===== src/rtl/lpo_pkg.sv =====
package lpo_pkg;
    localparam int KEY_W   = 8;
    localparam int ACT_W   = 4;
    localparam int MID_LEN = KEY_W / 2;
    localparam int NGRP    = KEY_W + 1;
    localparam int LEN_W   = $clog2(KEY_W + 1);

    typedef struct packed {
        logic             vld;
        logic [KEY_W-1:0] key;
        logic [KEY_W-1:0] care;
        logic [ACT_W-1:0] act;
    } entry_t;

    localparam int ENTRY_W = $bits(entry_t);

    // bound adjustment applied to one group in one cycle
    typedef enum logic [2:0] {
        UPD_SHIFT_DN,   // both bounds +1
        UPD_SHIFT_UP,   // both bounds -1
        UPD_INC_START,
        UPD_DEC_LIM,
        UPD_INC_LIM,
        UPD_DEC_START
    } upd_e;

    typedef enum logic [2:0] {
        ST_IDLE,
        ST_STEP,
        ST_WR,
        ST_PUT,
        ST_CLR
    } state_e;

    function automatic logic [KEY_W-1:0] care_of(input logic [LEN_W-1:0] len);
        return ~({KEY_W{1'b1}} >> len);
    endfunction
endpackage


===== src/rtl/lpo_bounds.sv =====
module lpo_bounds
    import lpo_pkg::*;
#(
    parameter int DEPTH = 16,
    parameter int PW    = $clog2(DEPTH + 1)
) (
    input  logic                       clk,
    input  logic                       rst,
    input  logic                       upd_en,
    input  logic [LEN_W-1:0]           upd_grp,
    input  upd_e                       upd_kind,
    output logic [NGRP-1:0][PW-1:0]    grp_start,
    output logic [NGRP-1:0][PW-1:0]    grp_lim
);
    for (genvar g = 0; g < NGRP; g++) begin : g_grp
        localparam logic [PW-1:0] INIT = (g > MID_LEN) ? '0 : PW'(DEPTH);
        logic [PW-1:0] s_q, l_q;
        logic          hit;

        assign hit = upd_en && (upd_grp == LEN_W'(g));

        always_ff @(posedge clk) begin
            if (rst) begin
                s_q <= INIT;
                l_q <= INIT;
            end else if (hit) begin
                case (upd_kind)
                    UPD_SHIFT_DN:  begin s_q <= s_q + PW'(1); l_q <= l_q + PW'(1); end
                    UPD_SHIFT_UP:  begin s_q <= s_q - PW'(1); l_q <= l_q - PW'(1); end
                    UPD_INC_START: s_q <= s_q + PW'(1);
                    UPD_DEC_LIM:   l_q <= l_q - PW'(1);
                    UPD_INC_LIM:   l_q <= l_q + PW'(1);
                    UPD_DEC_START: s_q <= s_q - PW'(1);
                    default: ;
                endcase
            end
        end

        assign grp_start[g] = s_q;
        assign grp_lim[g]   = l_q;
    end
endmodule


===== src/rtl/lpo_step.sv =====
module lpo_step
    import lpo_pkg::*;
#(
    parameter int PW = 5
) (
    input  logic [LEN_W-1:0]        grp,
    input  logic [LEN_W-1:0]        tgt,
    input  logic                    asc,
    input  logic                    del,
    input  logic [PW-1:0]           hole,
    input  logic [NGRP-1:0][PW-1:0] grp_start,
    input  logic [NGRP-1:0][PW-1:0] grp_lim,
    output logic [PW-1:0]           src,
    output logic                    skip,
    output logic [LEN_W-1:0]        nxt_grp,
    output logic                    walk_end
);
    // ascending walks pull a group's first entry, descending walks its last
    assign src      = asc ? grp_start[grp] : grp_lim[grp] - PW'(1);
    assign skip     = (src == hole);
    assign nxt_grp  = asc ? grp + LEN_W'(1) : grp - LEN_W'(1);
    assign walk_end = del ? (asc ? (grp == LEN_W'(MID_LEN)) : (grp == LEN_W'(MID_LEN + 1)))
                          : (nxt_grp == tgt);
endmodule


===== src/rtl/lpo_update_engine.sv =====
module lpo_update_engine
    import lpo_pkg::*;
#(
    parameter int DEPTH = 16,
    localparam int TAW  = $clog2(DEPTH),
    localparam int PW   = $clog2(DEPTH + 1)
) (
    input  logic               clk,
    input  logic               rst,
    input  logic               cmd_valid,
    input  logic               cmd_del,
    input  logic [LEN_W-1:0]   cmd_len,
    input  logic [KEY_W-1:0]   cmd_key,
    input  logic [ACT_W-1:0]   cmd_act,
    input  logic [TAW-1:0]     cmd_addr,
    output logic               busy,
    output logic               done,
    output logic               err,
    output logic               tbl_re,
    output logic               tbl_we,
    output logic [TAW-1:0]     tbl_addr,
    output logic [ENTRY_W-1:0] tbl_wdata,
    input  logic [ENTRY_W-1:0] tbl_rdata
);
    localparam logic [LEN_W-1:0] UP_FIRST = LEN_W'(MID_LEN + 1);
    localparam logic [LEN_W-1:0] LO_FIRST = LEN_W'(MID_LEN);

    state_e                    state_q;
    logic [LEN_W-1:0]          grp_q, tgt_q;
    logic [PW-1:0]             hole_q;
    logic                      del_q, asc_q, first_q;
    entry_t                    new_q;

    logic [NGRP-1:0][PW-1:0]   grp_start, grp_lim;
    logic [PW-1:0]             up_end, lo_begin, src;
    logic                      skip, walk_end, upd_en;
    logic [LEN_W-1:0]          nxt_grp, upd_grp, cl_len, init_grp;
    upd_e                      upd_kind;

    logic len_ok, in_grp, reject, cmd_asc;
    logic [PW-1:0] addr_w, init_hole;

    assign up_end   = grp_lim[MID_LEN + 1];
    assign lo_begin = grp_start[MID_LEN];

    lpo_bounds #(.DEPTH(DEPTH), .PW(PW)) u_bounds (
        .clk(clk), .rst(rst), .upd_en(upd_en), .upd_grp(upd_grp),
        .upd_kind(upd_kind), .grp_start(grp_start), .grp_lim(grp_lim)
    );

    lpo_step #(.PW(PW)) u_step (
        .grp(grp_q), .tgt(tgt_q), .asc(asc_q), .del(del_q), .hole(hole_q),
        .grp_start(grp_start), .grp_lim(grp_lim),
        .src(src), .skip(skip), .nxt_grp(nxt_grp), .walk_end(walk_end)
    );

    // command screening
    assign len_ok    = (cmd_len <= LEN_W'(KEY_W));
    assign cl_len    = len_ok ? cmd_len : '0;
    assign addr_w    = PW'(cmd_addr);
    assign in_grp    = (addr_w >= grp_start[cl_len]) && (addr_w < grp_lim[cl_len]);
    assign reject    = !len_ok || (cmd_del ? !in_grp : (up_end == lo_begin));
    assign cmd_asc   = cmd_del ? (cmd_len <= LEN_W'(MID_LEN)) : (cmd_len > LEN_W'(MID_LEN));
    assign init_grp  = cmd_del ? cmd_len : (cmd_asc ? UP_FIRST : LO_FIRST);
    assign init_hole = cmd_del ? addr_w : (cmd_asc ? up_end : lo_begin - PW'(1));

    // bound register update: one group per cycle, on the cycle its write lands
    always_comb begin
        upd_en   = 1'b0;
        upd_grp  = grp_q;
        upd_kind = asc_q ? UPD_SHIFT_DN : UPD_SHIFT_UP;
        case (state_q)
            ST_STEP: upd_en = skip;
            ST_WR:   upd_en = 1'b1;
            ST_PUT: begin
                upd_en   = 1'b1;
                upd_grp  = tgt_q;
                upd_kind = asc_q ? UPD_INC_LIM : UPD_DEC_START;
            end
            default: ;
        endcase
        if (state_q != ST_PUT && del_q && first_q)
            upd_kind = asc_q ? UPD_INC_START : UPD_DEC_LIM;
    end

    // table port
    always_comb begin
        tbl_re    = (state_q == ST_STEP) && !skip;
        tbl_we    = (state_q == ST_WR) || (state_q == ST_PUT) || (state_q == ST_CLR);
        tbl_addr  = (state_q == ST_STEP) ? TAW'(src) : TAW'(hole_q);
        tbl_wdata = '0;
        if (state_q == ST_WR)  tbl_wdata = tbl_rdata;
        if (state_q == ST_PUT) tbl_wdata = new_q;
    end

    assign busy = (state_q != ST_IDLE);

    always_ff @(posedge clk) begin
        if (rst) begin
            state_q <= ST_IDLE;
            done    <= 1'b0;
            err     <= 1'b0;
            grp_q   <= '0;
            tgt_q   <= '0;
            hole_q  <= '0;
            del_q   <= 1'b0;
            asc_q   <= 1'b0;
            first_q <= 1'b0;
            new_q   <= '0;
        end else begin
            done <= 1'b0;
            err  <= 1'b0;
            case (state_q)
                ST_IDLE: if (cmd_valid) begin
                    if (reject) begin
                        done <= 1'b1;
                        err  <= 1'b1;
                    end else begin
                        del_q    <= cmd_del;
                        asc_q    <= cmd_asc;
                        first_q  <= cmd_del;
                        tgt_q    <= cmd_len;
                        grp_q    <= init_grp;
                        hole_q   <= init_hole;
                        new_q    <= '{vld: 1'b1, key: cmd_key & care_of(cmd_len),
                                      care: care_of(cmd_len), act: cmd_act};
                        state_q  <= (!cmd_del && init_grp == cmd_len) ? ST_PUT : ST_STEP;
                    end
                end
                ST_STEP, ST_WR: if (state_q == ST_WR || skip) begin
                    hole_q  <= src;
                    first_q <= 1'b0;
                    grp_q   <= nxt_grp;
                    state_q <= walk_end ? (del_q ? ST_CLR : ST_PUT) : ST_STEP;
                end else begin
                    state_q <= ST_WR;
                end
                ST_PUT, ST_CLR: begin
                    done    <= 1'b1;
                    state_q <= ST_IDLE;
                end
                default: state_q <= ST_IDLE;
            endcase
        end
    end
endmodule


===== config.mk =====
export PLATFORM = sky130hd
export DESIGN_NAME = lpo_update_engine
export DESIGN_NICKNAME = d
export VERILOG_FILES = /design/src/rtl/lpo_pkg.sv /design/src/rtl/lpo_bounds.sv /design/src/rtl/lpo_step.sv /design/src/rtl/lpo_update_engine.sv
export SDC_FILE = /design/constraint.sdc
export NUM_CORES = 1
export LEC_CHECK = 0
export BUFFER_PORTS_ARGS = -buffer_cell sky130_fd_sc_hd__buf_2
export CAP_MARGIN = 40
export CORE_MARGIN = 2
export CORE_UTILIZATION = 37
export CTS_CLUSTER_SIZE = 28
export DETAILED_ROUTE_END_ITERATION = 8
export GPL_TIMING_DRIVEN = 0
export SETUP_SLACK_MARGIN = 0.15
export SYNTH_ARGS = -nofsm -noshare
export SYNTH_HDL_FRONTEND = slang
export SYNTH_HIERARCHICAL = 1
export SYNTH_SLANG_ARGS = --single-unit

===== constraint.sdc =====
create_clock -name clk -period 8.1 [get_ports clk]
set_clock_uncertainty 0.1 [all_clocks]
set_input_delay 0 -clock clk [delete_from_list [all_inputs] [get_ports clk]]
set_output_delay 0 -clock clk [all_outputs]
set_load 0.01 [all_outputs]

==> results of run 1 <==
-- state kept, by name, summed over array words and instances (netlist names) --
register,flops
asc_q,1
del_q,1
done,1
err,1
first_q,1
grp_q,4
hole_q,5
new_q,21
state_q,3
tgt_q,3
u_bounds/g_grp.l_q,45
u_bounds/g_grp.s_q,45
-- cell type report --
cell class | count | area (sq um)
Buffer | 66 | 402
Clock buffer | 25 | 515
Clock inverter | 7 | 119
Fill cell | 2670 | 15100
Inverter | 36 | 135
Multi-Input combinational cell | 941 | 6910
Sequential cell | 131 | 2620
Tap cell | 341 | 427
Timing Repair Buffer | 88 | 536
-- worst reg2reg max path: cells and delay by family, from the launching register on --
family | cells | cell delay [ns]
XOR/XNOR | 2 | 0.32
AO/OA/AOI/OAI | 5 | 1.35
flip-flops | 1 | 0.43
AND/OR/NAND/NOR | 7 | 2.35
multiplexers | 1 | 0.26
adder cells (fa/ha/maj) | 1 | 0.29
buffers and inverters | 3 | 0.58
-- cell usage after synthesis (all sizes together) (13+ instances only) --
cell type / n / area [sq um]
nand2: 133 / 509
dfxtp: 131 / 2620
nor2: 116 / 458
a21oi: 99 / 503
xnor2: 71 / 622
mux2i: 65 / 654
ha: 58 / 726
o21ai: 39 / 195
inv: 36 / 135
buf: 33 / 265
clkbuf: 33 / 136
nor3: 30 / 191
xor2: 30 / 263
nand3: 29 / 150
a22o: 20 / 175
mux4: 19 / 439
a211oi: 17 / 128
a21o: 16 / 120
a22oi: 13 / 103
or3: 13 / 81.3
-- metal layers --
metal,share of wire,global-route usage,wire length (um),up-vias
li1,-,-,-,4447
met1,0.45,0.310,14700,4425
met2,0.43,0.355,14100,398
met3,0.073,0.0372,2380,65
met4,0.040,0.105,1310,0
met5,0,0,0,-
-- per-stage QoR --
stage / cells / utilization / worst slack [ns]
6_report: 1635 / 0.435 / 2.28
5_1_grt: 1635 / 0.435 / 1.98
4_1_cts: 1635 / 0.435 / 2.48
3_5_place_dp: 1587 / 0.406 / 2.52
3_3_place_gp: 1586 / 0.405 / 2.03
2_1_floorplan: 1174 / - / 3.64
-- where the power goes --
part | internal [uW] | switching, uW
Clock | 534 | 304
Combinational | 221 | 316
Sequential | 664 | 21.1
-- final timing paths --
path,start,to
setup / recovery,grp_q[1],u_bounds/g_grp[0].l_q[4]
hold / removal,cmd_addr[0],hole_q[0]
setup reg to reg,grp_q[1],u_bounds/g_grp[0].l_q[4]
hold reg to reg,new_q[18],new_q[18]
-- kinds of logic after synthesis --
kind of cell	share of synthesized area
adder cells (fa/ha/maj)	0.0920
AO/OA/AOI/OAI	0.198
flip-flops	0.261
AND/OR/NAND/NOR	0.188
XOR/XNOR	0.0901
multiplexers	0.118
buffers and inverters	0.0533
==> out/qor.txt, run 1 <==
GRT Residual Overflow - 0
die area - 28500 sq um
CP arrival - 6.01 ns
Starting Density - 0.375
CP Cell Sequence - buf_6 > buf_12 > buf_12 > mux2i_1 > a22oi_1 > and3_1 > a21oi_1 > ha_1 > a21boi_0 > xor2_1 > a2111o_1 > nor3_2 > a21oi_1 > nor2_1 > nor3b_1 > nand3_1 > nor3_1 > xnor2_1 > nand2_1
Synth-to-Final Area Change - 15.9%
worst r2r path cells - 19
slowest CP cell - nor3b_1
Via-to-Cell Ratio - 5.71
antenna violations before repair - 0
Critical Path RT - 8.30 ns
Gate Count Post-Synth - 1174
CP peak stage delay - 0.59 ns
overall routing resource usage - 0.228
area of the mapped netlist - 10100 sq um
Slew Viols, Final - 0
Crit Path Max Fanout - 10
global-route wire length before repair - 50000 um
hpwl dp - 24600 um
Bufs and invs on worst path - 3
Hold Violations, Final - 0
VDD IR max - 107 uV
Top FF cell, synth - dfxtp_1
GP Congestion - 0.934
post-route ant nets - 0
final WL - 32500 um
CTS buffer count - 17
clock tree buffer depth - 2
Clk Latency, worst-skew pair - 0.44 ns
R2R setup slack - 2.28 ns
min-delay worst type - in2reg
Leak Pwr - 0.00454 uW
hold depth - 4
Pwr Total - 2060 uW
Area after DPL - 10900 sq um
power density relative to cell area - 177 nW/um^2
Distinct cells, synth - 87
synthesis-stage register bit count - 131
worst slew pin tran - 0.861 ns
sequential element share of the synthesized area - 0.261
IO Port Bufs - 71
Design Area, Final - 11700 sq um
WL/cell - 19.9 um
syn avg cell area - 8.57 sq um
RSZ-0062 raised after global routing - false
Worst Setup Start Kind - flip-flop
cts hold-fix bufs - 16
chip width - 169 um
I/O pin cnt - 75
most frequent cells in the layout - nand2_1, dfxtp_1, nor2_1, a21oi_1, buf_2
Via Count - 9335
clock sinks - 131
Post-route DRC - 0
delay-heaviest family, CP - simple AND/OR/NAND/NOR gates
# rows - 60
PostCTS Resize Cnt - 0
Crit. End Element - flip-flop
H-tree lvl count - 4
Die Ht - 169 um
CTS Root Cell - clkbuf_16
EDFF count, synth - 0
relative slew slack - 0.426
core area - 26800 sq um
TNS Setup - 0 ns
worst hold slack - 0.0521 ns
Tmin final - 5.82 ns
Worst path depth - 19
Max Clk Rate - 172 MHz
CTS tree - built
crit path kind - reg2reg
DR iter-0 viols - 801
max cap viols - 0
Synth warnings - 6
fraction of layout cells with a size suffix above 1 - 0.154
largest net degree at the start of global routing - 33
fraction of registers with async set or reset after synthesis - 0
Net Count, Synth - 1287
Initial DRT Pass Iterations - 6
status - complete, no violations
setup bufs post-CTS - 0
number of global-route vias before repair - 8515
Layout Nets - 1394
fin crit share - 0.718
Ant. Diodes - 0
Final setup viols - 0
clock transition at the registers of the reported paths - 0.06 ns
(Power assumes the default switching activity.)
==> run 2: changes to the inputs <==
- clock period: 8.1 -> 5.7 ns (I/O delays scaled with it)
==> out/qor.txt, run 2 (same netlist as run 1, synthesis figures left out) <==
Pwr Total - 2930 uW (was 2060 uW)
Worst Setup Start Kind - flip-flop (unchanged)
Reg power frac - 0.332 (was 0.333)
Post-route DRC - 0 (unchanged)
Hold Violations, Final - 0 (unchanged)
max cap viols - 0 (unchanged)
Via-to-Cell Ratio - 5.68 (was 5.71)
RSZ-0062 raised after global routing - false (unchanged)
Critical Path RT - 5.97 ns (was 8.30 ns)
VDD IR max - 152 uV (was 107 uV)
WL/cell - 19.9 um (about the same)
I/O pin cnt - 75 (unchanged)
GRT Residual Overflow - 0 (unchanged)
Starting Density - 0.375 (unchanged)
Layout Nets - 1394 (unchanged)
clock sinks - 131 (unchanged)
logic gate share of total power - 0.261 (was 0.260)
overall routing resource usage - 0.228 (about the same)
DP Cell Count - 1587 (unchanged)
largest registers - u_bounds/g_grp.l_q (45), u_bounds/g_grp.s_q (45), new_q (21) (unchanged)
Clk Latency, worst-skew pair - 0.44 ns (about the same)
power density relative to cell area - 251 nW/um^2 (was 177 nW/um^2)
fin crit share - 0.946 (was 0.718)
Leak Pwr - 0.00454 uW (about the same)
Die Ht - 169 um (unchanged)
# rows - 60 (unchanged)
Max Clk Rate - 185 MHz (was 172 MHz)
Slew Viols, Final - 0 (unchanged)
largest net degree at the start of global routing - 33 (unchanged)
fraction of power consumed by the clock network - 0.407 (about the same)
Crit. End Element - flip-flop (unchanged)
final WL - 32600 um (was 32500 um)
worst slew pin tran - 0.892 ns (was 0.861 ns)
H-tree lvl count - 4 (unchanged)
Ant. Diodes - 0 (unchanged)
status - complete, no violations (unchanged)
most frequent cells in the layout - nand2_1, dfxtp_1, nor2_1, a21oi_1, buf_2 (unchanged)
Synth-to-Final Area Change - 16.0% (was 15.9%)
slowest CP cell - or4_1 (was nor3b_1)
core area - 26800 sq um (unchanged)
switching share of power - 0.312 (was 0.311)
Finished Layout Cells - 1635 (unchanged)
sw power - 913 uW (was 641 uW)
GP Congestion - 0.934 (unchanged)
global-route wire length before repair - 50100 um (was 50000 um)
chip width - 169 um (unchanged)
Int Power - 2020 uW (was 1420 uW)
post-route ant nets - 0 (unchanged)
setup bufs post-CTS - 0 (unchanged)
fraction of layout cells with a size suffix above 1 - 0.155 (was 0.154)
Crit Path Max Fanout - 10 (unchanged)
CP Cell Sequence - buf_6 > buf_12 > buf_12 > mux2i_1 > a22oi_1 > and3_1 > a21oi_1 > ha_1 > a21boi_1 > xor2_1 > a2111o_1 > nor3_2 > a21oi_1 > nor2_2 > or3b_4 > nor2_4 > nand3_1 > or4_1 > nand3_1 (was buf_6 > buf_12 > buf_12 > mux2i_1 > a22oi_1 > and3_1 > a21oi_1 > ha_1 > a21boi_0 > xor2_1 > a2111o_1 > nor3_2 > a21oi_1 > nor2_1 > nor3b_1 > nand3_1 > nor3_1 > xnor2_1 > nand2_1)
die area - 28500 sq um (unchanged)
CTS Root Cell - clkbuf_16 (unchanged)
CTS buffer count - 17 (unchanged)
CTS tree - built (unchanged)
IO Port Bufs - 71 (unchanged)
hpwl dp - 24600 um (unchanged)
relative slew slack - 0.405 (was 0.426)
CP peak stage delay - 0.55 ns (was 0.59 ns)
number of global-route vias before repair - 8542 (was 8515)
clock tree buffer depth - 2 (unchanged)
Final setup viols - 0 (unchanged)
Via Count - 9294 (was 9335)
Initial DRT Pass Iterations - 5 (was 6)
antenna violations before repair - 0 (unchanged)
crit path kind - reg2reg (unchanged)
clock transition at the registers of the reported paths - 0.06 ns (about the same)
Tmin final - 5.39 ns (was 5.82 ns)
DR iter-0 viols - 755 (was 801)
CP arrival - 5.67 ns (was 6.01 ns)
min-delay worst type - in2reg (unchanged)
[run 2: layout make-up]
| cell class | instances | area, sq um |
|---|---|---|
| fillers | 2675 | 15100 |
| multi-input cells | 941 | 6920 |
| flip-flops and latches | 131 | 2620 |
| repair buffers | 88 | 536 |
| clock buffers | 25 | 515 |
| well taps | 341 | 427 |
| plain buffers | 66 | 402 |
| inverters | 36 | 135 |
| clock inverters | 7 | 119 |
[run 2: timing repair]
action | CTS | global route
pin swaps | 0 | 0
hold endpoints to repair | 19 | 0
hold buffers | 16 | 0
cloned | 0 | 0
resized for setup | 1 | 2
endpoints found under the setup margin | 3 | 41
[run 2: final timing paths]
| path | startpoint | endpoint | slack (ns) | cells past startpoint |
|---|---|---|---|---|
| worst max-delay path | grp_q[1] | u_bounds/g_grp[3].s_q[4] | 0.31 | 19 |
| worst min-delay path | cmd_addr[0] | hole_q[0] | 0.04 | 4 |
| worst max register to register | grp_q[1] | u_bounds/g_grp[3].s_q[4] | 0.31 | 19 |
| worst min register to register | new_q[18] | new_q[18] | 0.35 | 2 |
[run 2: through the flow]
| step | cell area [sq um] | util | TNS, ns | hold slack [ns] | worst slack, ns |
|---|---|---|---|---|---|
| 2_1_floorplan | 10100 | - | 0 | 0.0472 | 1.24 |
| 3_3_place_gp | 10800 | 0.405 | -1.04 | 0.143 | -0.367 |
| 3_5_place_dp | 10900 | 0.406 | 0 | 0.150 | 0.121 |
| 4_1_cts | 11700 | 0.436 | 0 | 0.0289 | 0.262 |
| 5_1_grt | 11700 | 0.436 | 0 | 0.0476 | 0.168 |
| 6_report | 11700 | 0.436 | 0 | 0.0440 | 0.306 |
[run 2: power groups by stage]
stage	clock, uW	sequential (uW)	combinational, uW
2_1_floorplan	0	984	544
3_3_place_gp	0	992	725
3_5_place_dp	0	993	732
4_1_cts	1210	973	747
5_1_grt	1250	978	816
6_report	1190	974	764
[run 2: per-layer routing]
metal | global-route usage | part of all wire
met1 | 0.310 | 0.45
met2 | 0.357 | 0.44
met3 | 0.0362 | 0.071
met4 | 0.103 | 0.038
met5 | 0 | 0
[run 2: critical path, delay by kind of cell, from the launching register on]
kind                       cells  cell delay [ns]
AOI/OAI and AO/OA              5             1.23
xor gates and xnor gates       1             0.13
buffers and inverters          3             0.57
DFF                            1             0.43
muxes                          1             0.25
adders and majority gates      1             0.29
and+or+nand+nor                8             2.31
==> run 3: changes to the inputs <==
- CORE_UTILIZATION: 37 -> 60
- PLACE_DENSITY: not set -> 0.8
==> out/qor.txt, run 3 (same netlist as run 1, synthesis figures left out) <==
status - complete, no violations (unchanged)
CP Cell Sequence - buf_6 > buf_12 > buf_12 > mux2i_1 > a22oi_1 > and3_1 > a21oi_1 > ha_1 > a21boi_0 > xor2_1 > a2111o_1 > nor3_2 > a21oi_1 > nor2_1 > or3b_4 > or3_1 > buf_6 > nor3_2 > xnor2_1 > nand2_1 (was buf_6 > buf_12 > buf_12 > mux2i_1 > a22oi_1 > and3_1 > a21oi_1 > ha_1 > a21boi_1 > xor2_1 > a2111o_1 > nor3_2 > a21oi_1 > nor2_2 > or3b_4 > nor2_4 > nand3_1 > or4_1 > nand3_1)
GRT Residual Overflow - 0 (unchanged)
Max Clk Rate - 183 MHz (was 185 MHz)
Starting Density - 0.611 (was 0.375)
RSZ-0062 raised after global routing - true (was false)
clock sinks - 131 (unchanged)
power density relative to cell area - 248 nW/um^2 (was 251 nW/um^2)
setup bufs post-CTS - 0 (unchanged)
relative slew slack - 0.456 (was 0.405)
crit path kind - reg2reg (unchanged)
CTS tree - built (unchanged)
Worst path depth - 20 (was 19)
clock transition at the registers of the reported paths - 0.06 ns (about the same)
Initial DRT Pass Iterations - 6 (was 5)
Crit. End Element - flip-flop (unchanged)
Via-to-Cell Ratio - 6.41 (was 5.68)
min-delay worst type - in2reg (unchanged)
Layout fillers - 1353 (was 2675)
Critical Path RT - 5.87 ns (was 5.97 ns)
largest registers - u_bounds/g_grp.l_q (45), u_bounds/g_grp.s_q (45), new_q (21) (unchanged)
hpwl dp - 23300 um (was 24600 um)
fin crit share - 0.959 (was 0.946)
Post-route DRC - 0 (unchanged)
number of global-route vias before repair - 9093 (was 8542)
DR iter-0 viols - 1201 (was 755)
WL/cell - 20.9 um (was 19.9 um)
Clk Latency, worst-skew pair - 0.43 ns (was 0.44 ns)
CTS buffer count - 17 (unchanged)
IO Port Bufs - 71 (unchanged)
Hold Violations, Final - 0 (unchanged)
R2R setup slack - 0.23 ns (was 0.31 ns)
fraction of layout cells with a size suffix above 1 - 0.155 (about the same)
core area - 16500 sq um (was 26800 sq um)
VDD IR max - 222 uV (was 152 uV)
worst hold slack - 0.0349 ns (was 0.0440 ns)
Area after DPL - 10700 sq um (was 10900 sq um)
final WL - 31700 um (was 32600 um)
Synth-to-Final Area Change - 14.3% (was 16.0%)
# rows - 47 (was 60)
chip width - 134 um (was 169 um)
post-route ant nets - 0 (unchanged)
worst r2r path cells - 20 (was 19)
CP arrival - 5.64 ns (was 5.67 ns)
Pwr Total - 2850 uW (was 2930 uW)
DP Cell Count - 1466 (was 1587)
delay-heaviest family, CP - simple AND/OR/NAND/NOR gates (unchanged)
Slew Viols, Final - 0 (unchanged)
overall routing resource usage - 0.357 (was 0.228)
Layout Nets - 1396 (was 1394)
Ant. Diodes - 0 (unchanged)
Via Count - 9721 (was 9294)
Final setup viols - 0 (unchanged)
slowest CP cell - or3b_4 (was or4_1)
reg2reg start - grp_q[1] (unchanged)
most frequent cells in the layout - nand2_1, dfxtp_1, nor2_1, a21oi_1, buf_2 (unchanged)
Die Ht - 134 um (was 169 um)
largest net degree at the start of global routing - 33 (unchanged)
Crit Path Max Fanout - 10 (unchanged)
I/O pin cnt - 75 (unchanged)
Worst Setup Start Kind - flip-flop (unchanged)
Tmin final - 5.47 ns (was 5.39 ns)
max cap viols - 0 (unchanged)
CP peak stage delay - 0.46 ns (was 0.55 ns)
global-route wire length before repair - 49500 um (was 50100 um)
H-tree lvl count - 4 (unchanged)
critical path launch point - grp_q[1] (unchanged)
Leak Pwr - 0.00453 uW (was 0.00454 uW)
die area - 17800 sq um (was 28500 sq um)
antenna violations before repair - 0 (unchanged)
Bufs and invs on worst path - 4 (was 3)
clock tree buffer depth - 2 (unchanged)
worst slew pin tran - 0.816 ns (was 0.892 ns)
Finished Layout Cells - 1516 (was 1635)
Design Area, Final - 11500 sq um (was 11700 sq um)
CTS Root Cell - clkbuf_16 (unchanged)
Setup crit end - u_bounds/g_grp[3].l_q[4] (was u_bounds/g_grp[3].s_q[4])
GP Congestion - 0.986 (was 0.934)
utilization after layout - 0.698 (was 0.436)
r2r endpoint - u_bounds/g_grp[3].l_q[4] (was u_bounds/g_grp[3].s_q[4])
-- run 3: worst min path at each step --
stage | from | endpoint | slack (ns) | cells after the start
2_1_floorplan | cmd_act[1] | new_q[1] | 0.05 | 2
3_3_place_gp | cmd_act[2] | new_q[2] | 0.14 | 3
3_5_place_dp | cmd_act[3] | new_q[3] | 0.15 | 3
4_1_cts | cmd_addr[3] | hole_q[3] | 0.02 | 5
5_1_grt | cmd_addr[3] | hole_q[3] | 0.04 | 5
6_report | cmd_addr[3] | hole_q[3] | 0.03 | 5
-- run 3: final cells by class --
class	instances	area [sq um]	area share
clock buffer	19	443	0.0385
clock inverter	13	150	0.0131
tap	220	275	0.0239
sequential	131	2620	0.228
multi-input combinational	941	6920	0.601
inverter	36	135	0.0118
buffer	66	402	0.0349
timing repair buffer	90	556	0.0483
-- run 3: routing by layer --
metal,share of wire,up-vias,track usage,wire [um]
met1,0.41,4564,0.465,12900
li1,-,4448,-,-
met4,0.041,0,0.151,1290
met2,0.45,607,0.567,14200
met5,0,-,0,0
met3,0.11,102,0.0856,3370
-- run 3: timing repair --
item,CTS,global route
gates resized for setup,0,1
setup endpoints to repair,0,12
hold buffers,18,0
hold endpoints to repair,20,0
-- run 3: tightest hold or removal path, cell delays in order --
cell	delay, ns
buf_2	0.14
a21oi_1	0.14
a211oi_1	0.08
o21ai_1	0.08
o21ai_1	0.07
-- run 3: per-stage QoR --
step | worst slack, ns | setup TNS, ns
after floorplan | 1.24 | 0
after CTS | 0.307 | 0
final | 0.232 | 0
after global placement | -0.288 | -0.791
after global routing | 0.0994 | 0
after detailed placement | 0.364 | 0
-- run 3: power by group --
group          internal (uW)  total, uW  switching (uW)
Combinational            317        772             456
Clock                    661       1110             446
Sequential               944        974            30.7
Total                   1920       2850             933
